`src/rtl/pgd_pkg.sv`:
```
package pgd_pkg;

  typedef enum logic [2:0] {
    S_INIT = 3'd0,
    S_IDLE = 3'd1,
    S_ROW  = 3'd2,
    S_CSET = 3'd3,
    S_CLOW = 3'd4,
    S_REF  = 3'd5,
    S_PRE  = 3'd6
  } pgd_state_t;

endpackage

```
`src/rtl/pgd_wait_cnt.sv`:
```
module pgd_wait_cnt #(
  parameter int W       = 4,
  parameter int RST_VAL = 0
) (
  input  logic         clk,
  input  logic         rst,
  input  logic         load,
  input  logic [W-1:0] load_val,
  output logic         zero
);

  logic [W-1:0] cnt_q;

  always_ff @(posedge clk) begin
    if (rst) begin
      cnt_q <= W'(RST_VAL);
    end else if (load) begin
      cnt_q <= load_val;
    end else if (cnt_q != '0) begin
      cnt_q <= cnt_q - 1'b1;
    end
  end

  assign zero = (cnt_q == '0);

endmodule

```
`src/rtl/pgd_refresh.sv`:
```
module pgd_refresh #(
  parameter int T_REF = 256,
  parameter int ROW_W = 14
) (
  input  logic             clk,
  input  logic             rst,
  input  logic             ack,
  output logic             pending,
  output logic [ROW_W-1:0] row
);

  localparam int CW = (T_REF > 1) ? $clog2(T_REF) : 1;
  localparam logic [CW-1:0] LAST = CW'(T_REF - 1);

  logic [CW-1:0] tick_q;
  logic          wrap;

  assign wrap = (tick_q == LAST);

  always_ff @(posedge clk) begin
    if (rst) begin
      tick_q  <= '0;
      pending <= 1'b0;
      row     <= '0;
    end else begin
      tick_q <= wrap ? '0 : tick_q + 1'b1;
      if (wrap) begin
        pending <= 1'b1;
      end else if (ack) begin
        pending <= 1'b0;
      end
      if (ack) begin
        row <= row + 1'b1;
      end
    end
  end

endmodule

```
`src/rtl/pgd_ctrl.sv`:
```
module pgd_ctrl #(
  parameter int ADDR_W = 14,
  parameter int DATA_W = 32,
  parameter int T_RAC  = 4,
  parameter int T_PRE  = 3,
  parameter int T_COL  = 3,
  parameter int T_REF  = 256
) (
  input  logic                  clk,
  input  logic                  rst,
  input  logic                  req_valid,
  output logic                  req_ready,
  input  logic [2*ADDR_W-1:0]   req_addr,
  output logic                  rd_valid,
  output logic [DATA_W-1:0]     rd_data,
  output logic                  rd_last,
  output logic [ADDR_W-1:0]     dram_addr,
  output logic                  dram_ras_n,
  output logic                  dram_cas_n,
  output logic                  dram_oe_n,
  input  logic [DATA_W-1:0]     dram_dq
);
  import pgd_pkg::*;

  localparam int BURST  = 4;
  localparam int BEAT_W = $clog2(BURST);
  localparam int MAXT   = T_RAC + T_PRE + T_COL;
  localparam int CNT_W  = $clog2(MAXT + 1) + 1;
  localparam logic [CNT_W-1:0] LD_ROW = CNT_W'(T_RAC - T_COL - 1);
  localparam logic [CNT_W-1:0] LD_COL = CNT_W'(T_COL - 2);
  localparam logic [CNT_W-1:0] LD_PRE = CNT_W'(T_PRE - 1);
  localparam logic [CNT_W-1:0] LD_REF = CNT_W'(T_RAC - 1);

  pgd_state_t           state_q, state_d;
  logic                 ras_q, ras_d, cas_q, cas_d, oe_q, oe_d;
  logic [ADDR_W-1:0]    addr_q, addr_d;
  logic [ADDR_W-1:0]    colb_q, colb_d;
  logic [BEAT_W-1:0]    beat_q, beat_d;
  logic [DATA_W-1:0]    data_q, data_d;
  logic                 vld_q, vld_d, last_q, last_d;
  logic                 cnt_ld, cnt_zero;
  logic [CNT_W-1:0]     cnt_val;
  logic                 ref_pend, ref_ack;
  logic [ADDR_W-1:0]    ref_row;
  logic                 beat_end;

  pgd_wait_cnt #(.W(CNT_W), .RST_VAL(T_PRE - 1)) u_wait (
    .clk      (clk),
    .rst      (rst),
    .load     (cnt_ld),
    .load_val (cnt_val),
    .zero     (cnt_zero)
  );

  pgd_refresh #(.T_REF(T_REF), .ROW_W(ADDR_W)) u_ref (
    .clk     (clk),
    .rst     (rst),
    .ack     (ref_ack),
    .pending (ref_pend),
    .row     (ref_row)
  );

  assign beat_end = (beat_q == BEAT_W'(BURST - 1));

  always_comb begin
    state_d = state_q;
    ras_d   = ras_q;
    cas_d   = cas_q;
    oe_d    = oe_q;
    addr_d  = addr_q;
    colb_d  = colb_q;
    beat_d  = beat_q;
    data_d  = data_q;
    vld_d   = 1'b0;
    last_d  = 1'b0;
    cnt_ld  = 1'b0;
    cnt_val = '0;
    ref_ack = 1'b0;
    case (state_q)
      S_INIT: begin
        if (cnt_zero) state_d = S_IDLE;
      end
      S_IDLE: begin
        if (ref_pend) begin
          state_d = S_REF;
          ras_d   = 1'b0;
          addr_d  = ref_row;
          cnt_ld  = 1'b1;
          cnt_val = LD_REF;
          ref_ack = 1'b1;
        end else if (req_valid) begin
          state_d = S_ROW;
          ras_d   = 1'b0;
          addr_d  = req_addr[2*ADDR_W-1:ADDR_W];
          colb_d  = {req_addr[ADDR_W-1:BEAT_W], {BEAT_W{1'b0}}};
          beat_d  = '0;
          cnt_ld  = 1'b1;
          cnt_val = LD_ROW;
        end
      end
      S_ROW: begin
        if (cnt_zero) begin
          state_d = S_CSET;
          addr_d  = {colb_q[ADDR_W-1:BEAT_W], beat_q};
        end
      end
      S_CSET: begin
        state_d = S_CLOW;
        cas_d   = 1'b0;
        oe_d    = 1'b0;
        cnt_ld  = 1'b1;
        cnt_val = LD_COL;
      end
      S_CLOW: begin
        if (cnt_zero) begin
          data_d = dram_dq;
          vld_d  = 1'b1;
          last_d = beat_end;
          cas_d  = 1'b1;
          oe_d   = 1'b1;
          if (beat_end) begin
            state_d = S_PRE;
            ras_d   = 1'b1;
            cnt_ld  = 1'b1;
            cnt_val = LD_PRE;
          end else begin
            state_d = S_CSET;
            beat_d  = beat_q + 1'b1;
            addr_d  = {colb_q[ADDR_W-1:BEAT_W], beat_q + 1'b1};
          end
        end
      end
      S_REF: begin
        if (cnt_zero) begin
          state_d = S_PRE;
          ras_d   = 1'b1;
          cnt_ld  = 1'b1;
          cnt_val = LD_PRE;
        end
      end
      S_PRE: begin
        if (cnt_zero) state_d = S_IDLE;
      end
      default: state_d = S_INIT;
    endcase
  end

  always_ff @(posedge clk) begin
    if (rst) begin
      state_q <= S_INIT;
      ras_q   <= 1'b1;
      cas_q   <= 1'b1;
      oe_q    <= 1'b1;
      addr_q  <= '0;
      colb_q  <= '0;
      beat_q  <= '0;
      data_q  <= '0;
      vld_q   <= 1'b0;
      last_q  <= 1'b0;
    end else begin
      state_q <= state_d;
      ras_q   <= ras_d;
      cas_q   <= cas_d;
      oe_q    <= oe_d;
      addr_q  <= addr_d;
      colb_q  <= colb_d;
      beat_q  <= beat_d;
      data_q  <= data_d;
      vld_q   <= vld_d;
      last_q  <= last_d;
    end
  end

  assign req_ready  = (state_q == S_IDLE) && !ref_pend;
  assign rd_valid   = vld_q;
  assign rd_data    = data_q;
  assign rd_last    = last_q;
  assign dram_addr  = addr_q;
  assign dram_ras_n = ras_q;
  assign dram_cas_n = cas_q;
  assign dram_oe_n  = oe_q;

endmodule

```
`config.mk`:
```
export PLATFORM = sky130hd
export DESIGN_NAME = pgd_ctrl
export DESIGN_NICKNAME = d
export VERILOG_FILES = /design/src/rtl/pgd_pkg.sv /design/src/rtl/pgd_wait_cnt.sv /design/src/rtl/pgd_refresh.sv /design/src/rtl/pgd_ctrl.sv
export SDC_FILE = /design/constraint.sdc
export NUM_CORES = 1
export LEC_CHECK = 0
export CORE_MARGIN = 2
export CORE_UTILIZATION = 40
export CTS_BUF_LIST = sky130_fd_sc_hd__clkbuf_8
export CTS_CLUSTER_DIAMETER = 60
export CTS_CLUSTER_SIZE = 14
export DETAILED_ROUTE_END_ITERATION = 10
export GPL_ROUTABILITY_DRIVEN = 0
export PLACE_DENSITY = 0.7
export SLEW_MARGIN = 15
export SYNTH_ARGS = -nofsm -noshare
export SYNTH_HDL_FRONTEND = slang
export SYNTH_SLANG_ARGS = --single-unit
```
`constraint.sdc`:
```
create_clock -name clk -period 5.7 [get_ports clk]
set_input_delay 1.14 -clock clk [delete_from_list [all_inputs] [get_ports clk]]
set_output_delay 1.14 -clock clk [all_outputs]
set_load 0.01 [all_outputs]
```
; ---- Yosys cells after proc, flatten, opt, wreduce, memory -nomap -nowiden
; Index checks and enable logic that the tools add are counted.
; Widths: inputs -> output; s select.
[classes]
eq_ne = 17
n_reduce_logical = 22
add_sub_neg = 4
mux = 43
bitwise_logic = 3
[op_table]
columns = cell, count
row1 = $mux 14, 5
row2 = $pmux 14 s3, 1
row3 = $mux 3, 7
row4 = $reduce_and 5->1, 4
row5 = $pmux 3 s6, 1
row6 = $mux 2, 8
row7 = $add 14x1->14 const B, 1
row8 = $mux 1, 14
row9 = $ne 2x2->1 const B, 7
row10 = $mux 5, 2
row11 = $eq 3x3->1 const B, 3
row12 = $add 8x1->8 const B, 1
row13 = $eq 8x8->1 const B, 1
row14 = $pmux 2 s4, 1
row15 = $reduce_bool 2->1, 4
row16 = $eq 3x2->1 const B, 2
row17 = $reduce_bool 3->1, 2
row18 = $reduce_or 2->1, 3
row19 = $logic_not 5->1, 1
row20 = $reduce_bool 5->1, 1
row21 = $sub 5x1->5 const B, 1
row22 = $pmux 1 s4, 1
row23 = $pmux 2 s2, 1
row24 = $reduce_and 2->1, 2
row25 = 13 further kinds, 15
[totals]
elab_cells = 102
out_inout_bits = 52
reg_bits = 95
in_bits = 63

; ---- Depth between registers and ports, before layout
[logic_depth]
ltp_word = 5
mapped_depth = 7
mapped_depth_nobuf = 6

; ---- Modules after synthesis
; Synthesis repeated with hierarchy kept, for this count alone.
[hier_totals]
cells_unflattened = 520
hier_area_um2 = 4334.2
[modules_own_cells]
columns = module, n_inst, seq_area_each_um2, area_each_um2, cells_each
row1 = pgd_ctrl, 1, 1341.3, 3014.1, 374
row2 = pgd_refresh, 1, 460.4, 1034.7, 115
row3 = pgd_wait_cnt, 1, 100.1, 285.3, 31

; ---- Least setup slack after synthesis
; OpenSTA, ideal clock, no wires.
[synth_path]
kind = input to register
startpoint = input rst
endpoint = register state_q[0]
path_buffers = 3
setup_ps = 128
path_slack_ps = 3354
stages = 4
required_time_ps = 5572
arrival_time_ps = 2218
cell_sequence = clkbuf_1 clkbuf_1 clkbuf_1 nor2_1
[synth_lines]
columns = element, line
row1 = "start, declared", pgd_ctrl.sv:10  ; input logic rst,
row2 = "end signal, assigned", pgd_ctrl.sv:161  ; state_q <= state_d;
row3 = "end, declared", pgd_ctrl.sv:34  ; pgd_state_t state_q, state_d;
; No word-level cell between the ends.

; ---- Worst setup path after layout
[layout_path]
startpoint = register state_q[0]
endpoint = output req_ready
[layout_between]
elab_chain_cells = 2
[layout_rtl]
columns = element, line
row1 = $eq 3x1->1, pgd_ctrl.sv:174  ; assign req_ready = (state_q == S_IDLE) && !ref_pend;
row2 = $logic_and 1x1->1, pgd_ctrl.sv:174
row3 = "end, declared", pgd_ctrl.sv:12  ; output logic req_ready,
; Every way passes these cells.

==> results.json <==
{
  "grt_pass1_wl_mm": 16.7,
  "yosysTopAreaCellShare": 0.465,
  "hold_buffers": 0,
  "io_buffers": 112,
  "grt_max_degree": 56,
  "die-area_mm2": 0.0111,
  "n_antenna_cell": 0,
  "vias": 3572,
  "fin_crit_sh": 0.647,
  "seqCellArea_mm2": 0.00190,
  "maxSlewViolCount": 0,
  "fin_setup_tns_ns": 0,
  "crit_path_start": "state_q[0]",
  "ctsLongestPathBuffers": 2,
  "layout-drive-gt1-share": 0.0918,
  "cp.buffers_inverters": 1,
  "drc_errors": 0,
  "ant_nets": 0,
  "die_w_um": 105,
  "dp_hpwl_mm": 7.15,
  "critPathMaxStageDelay_ns": 0.95,
  "crit_end": "req_ready",
  "cp-end-kind": "output pin",
  "setup_viol": 0,
  "worst_pin_slew_ns": 0.999,
  "ys_seq_elements": 95,
  "cts_made_buffers": 9,
  "synth_cells": 434,
  "cts-root-buf": "clkbuf_8",
  "p_leak_nw": 2.01,
  "yosys-top-cells-area": "dfxtp_1 46%, a22o_1 7.1%, nand2_1 4.3%",
  "final_nets": 596,
  "antenna_found_initial": 0,
  "power_mw": 1.49,
  "coreArea_mm2": 0.00986,
  "vdd_drop_max_mv": 0.132,
  "synth_cell_type_count": 56,
  "fmax_ghz": 0.271,
  "die_h_um": 105,
  "cp.depth": 3,
  "area_growth_pct": 33.7,
  "cp_slowest_cell": "dfxtp_1",
  "rows": 36,
  "grt_use_total": 0.186,
  "maxCapViolCount": 0,
  "whs_ns": 0.462,
  "fin_crit_ns": 3.69,
  "crit_type": "flop to output pin",
  "wl_mm": 10.2,
  "final_cell_mix": "111 x clkdlybuf4s50_1, 95 x dfxtp_1, 47 x nand2_1",
  "vias_per_cell": 5.36,
  "r2r_setup_slack_ns": 2.99,
  "fin_skew_ns": 0.0103,
  "synth_top_area_cell": "dfxtp_1",
  "pre_cts_ws_ns": 2.43,
  "cp_max_fo": 29,
  "clk_pin_slew_ns": 0.10,
  "required_ns": 4.56,
  "r2r_cells": 4,
  "first_pass_iters": 4,
  "cts.sinks": 95,
  "synthArstFlopShare": 0,
  "io_pins": 115,
  "status": "complete, no violations",
  "fillers": 867,
  "multi_input_area_mm2": 0.00201,
  "syn-num-nets": 501,
  "synth_edf_count": 0,
  "cts_setup_buffers": 0,
  "drt-wirelength-per-cell_um": 15.3,
  "ys.flop_type": "dfxtp_1",
  "overflow": 0,
  "final-hold-violation-count": 0,
  "synth-seq-area-share": 0.465,
  "drt_iter0_drc": 223,
  "ys.warnings.count": 0,
  "worstPathArrival_ns": 2.55,
  "syn_avg_cell_area_um2": 9.43,
  "path_cells": "or3b_1 > nor2_1 > clkdlybuf4s50_1",
  "cts_repair_resize_count": 0,
  "r2r-end": "u_ref.row[10]",
  "path_delay_family": "flip-flops",
  "power.density_mw_per_mm2": 272,
  "htreeDepth": 3,
  "cts_tree": "yes",
  "syn_area_mm2": 0.00409,
  "fin_util": 0.554,
  "insertion_delay_ns": 0.36,
  "hp-class": "flop to flop",
  "rsz0062_at_grt": "no",
  "initial_core_util": 0.415,
  "grt_pass1_vias": 3354,
  "r2r-start": "state_q[0]",
  "final_common_cell": "clkdlybuf4s50_1",
  "hold_depth": 2,
  "startpoint_type": "flop",
  "max-slew-margin-rel": 0.329,
  "fin_ws_ns": 2.01
}
## flip-flops by register name, summed over array words and instances, names as in the netlist
register       cells
dram_ras_n         1
colb_q            12
dram_oe_n          1
rd_last            1
dram_addr         14
u_ref.tick_q       8
u_wait.cnt_q       5
rd_valid           1
rd_data           32
state_q            3
u_ref.row         14
u_ref.pending      1
beat_q             2
## cell type report
class,count,area share
Timing Repair Buffer,118,0.214
Clock inverter,7,0.0130
Multi-Input combinational cell,298,0.368
Clock buffer,9,0.0226
Inverter,7,0.00480
Tap cell,133,0.0304
Sequential cell,95,0.348
## layer usage
layer / wire length, um / vias to the layer above / track usage
li1: - / 1772 / -
met1: 4720 / 1680 / 0.257
met2: 4850 / 105 / 0.286
met3: 506 / 15 / 0.0505
met4: 156 / 0 / 0.0543
met5: 0 / - / 0
## worst min-delay path by stage
stage	endpoint	from
after floorplan	u_ref.tick_q[0]	u_ref.tick_q[0]
after global placement	u_ref.tick_q[0]	u_ref.tick_q[0]
after detailed placement	colb_q[6]	colb_q[6]
after CTS	colb_q[6]	colb_q[6]
after global routing	colb_q[6]	colb_q[6]
final	colb_q[9]	colb_q[9]
## report_power, final
part           switching (mW)  internal [mW]
clock network           0.259          0.171
logic                   0.157          0.147
registers              0.0502          0.701
## cell usage after synthesis (4+ instances only)
library cell,count
nor2_1,31
clkbuf_1,19
a21oi_1,25
nand4_1,15
nor3_1,16
nor2b_1,18
o21ai_0,6
inv_1,6
a22o_1,33
nor4_1,4
nand2_1,47
a211oi_1,14
dfxtp_1,95
xnor2_1,10
xor2_1,6
nand3_1,11
o41ai_2,10
buf_2,9
ha_1,4
## logic make-up (layout without fill, tap and decap cells)
group                      count (synthesis)  count (layout)  synth area share
buffers and inverters                     41             141            0.0459
AOI/OAI and AO/OA                        109             109             0.216
and+or+nand+nor                          163             163             0.210
adders and majority gates                  4               4            0.0122
xor gates and xnor gates                  16              16            0.0342
muxes                                      6               6            0.0171
DFF                                       95              95             0.465
## metrics by stage
stage / instance area, um2 / std cells
2_1_floorplan: 4090 / 434
3_3_place_gp: 5250 / 649
3_5_place_dp: 5250 / 649
4_1_cts: 5440 / 665
5_1_grt: 5470 / 667
6_report: 5470 / 667
## worst min-delay path: stages (launching register included)
cell,delay [ns]
dfxtp_1,0.32
nand2_1,0.05
a21oi_1,0.05
(Power assumes the default switching activity.)
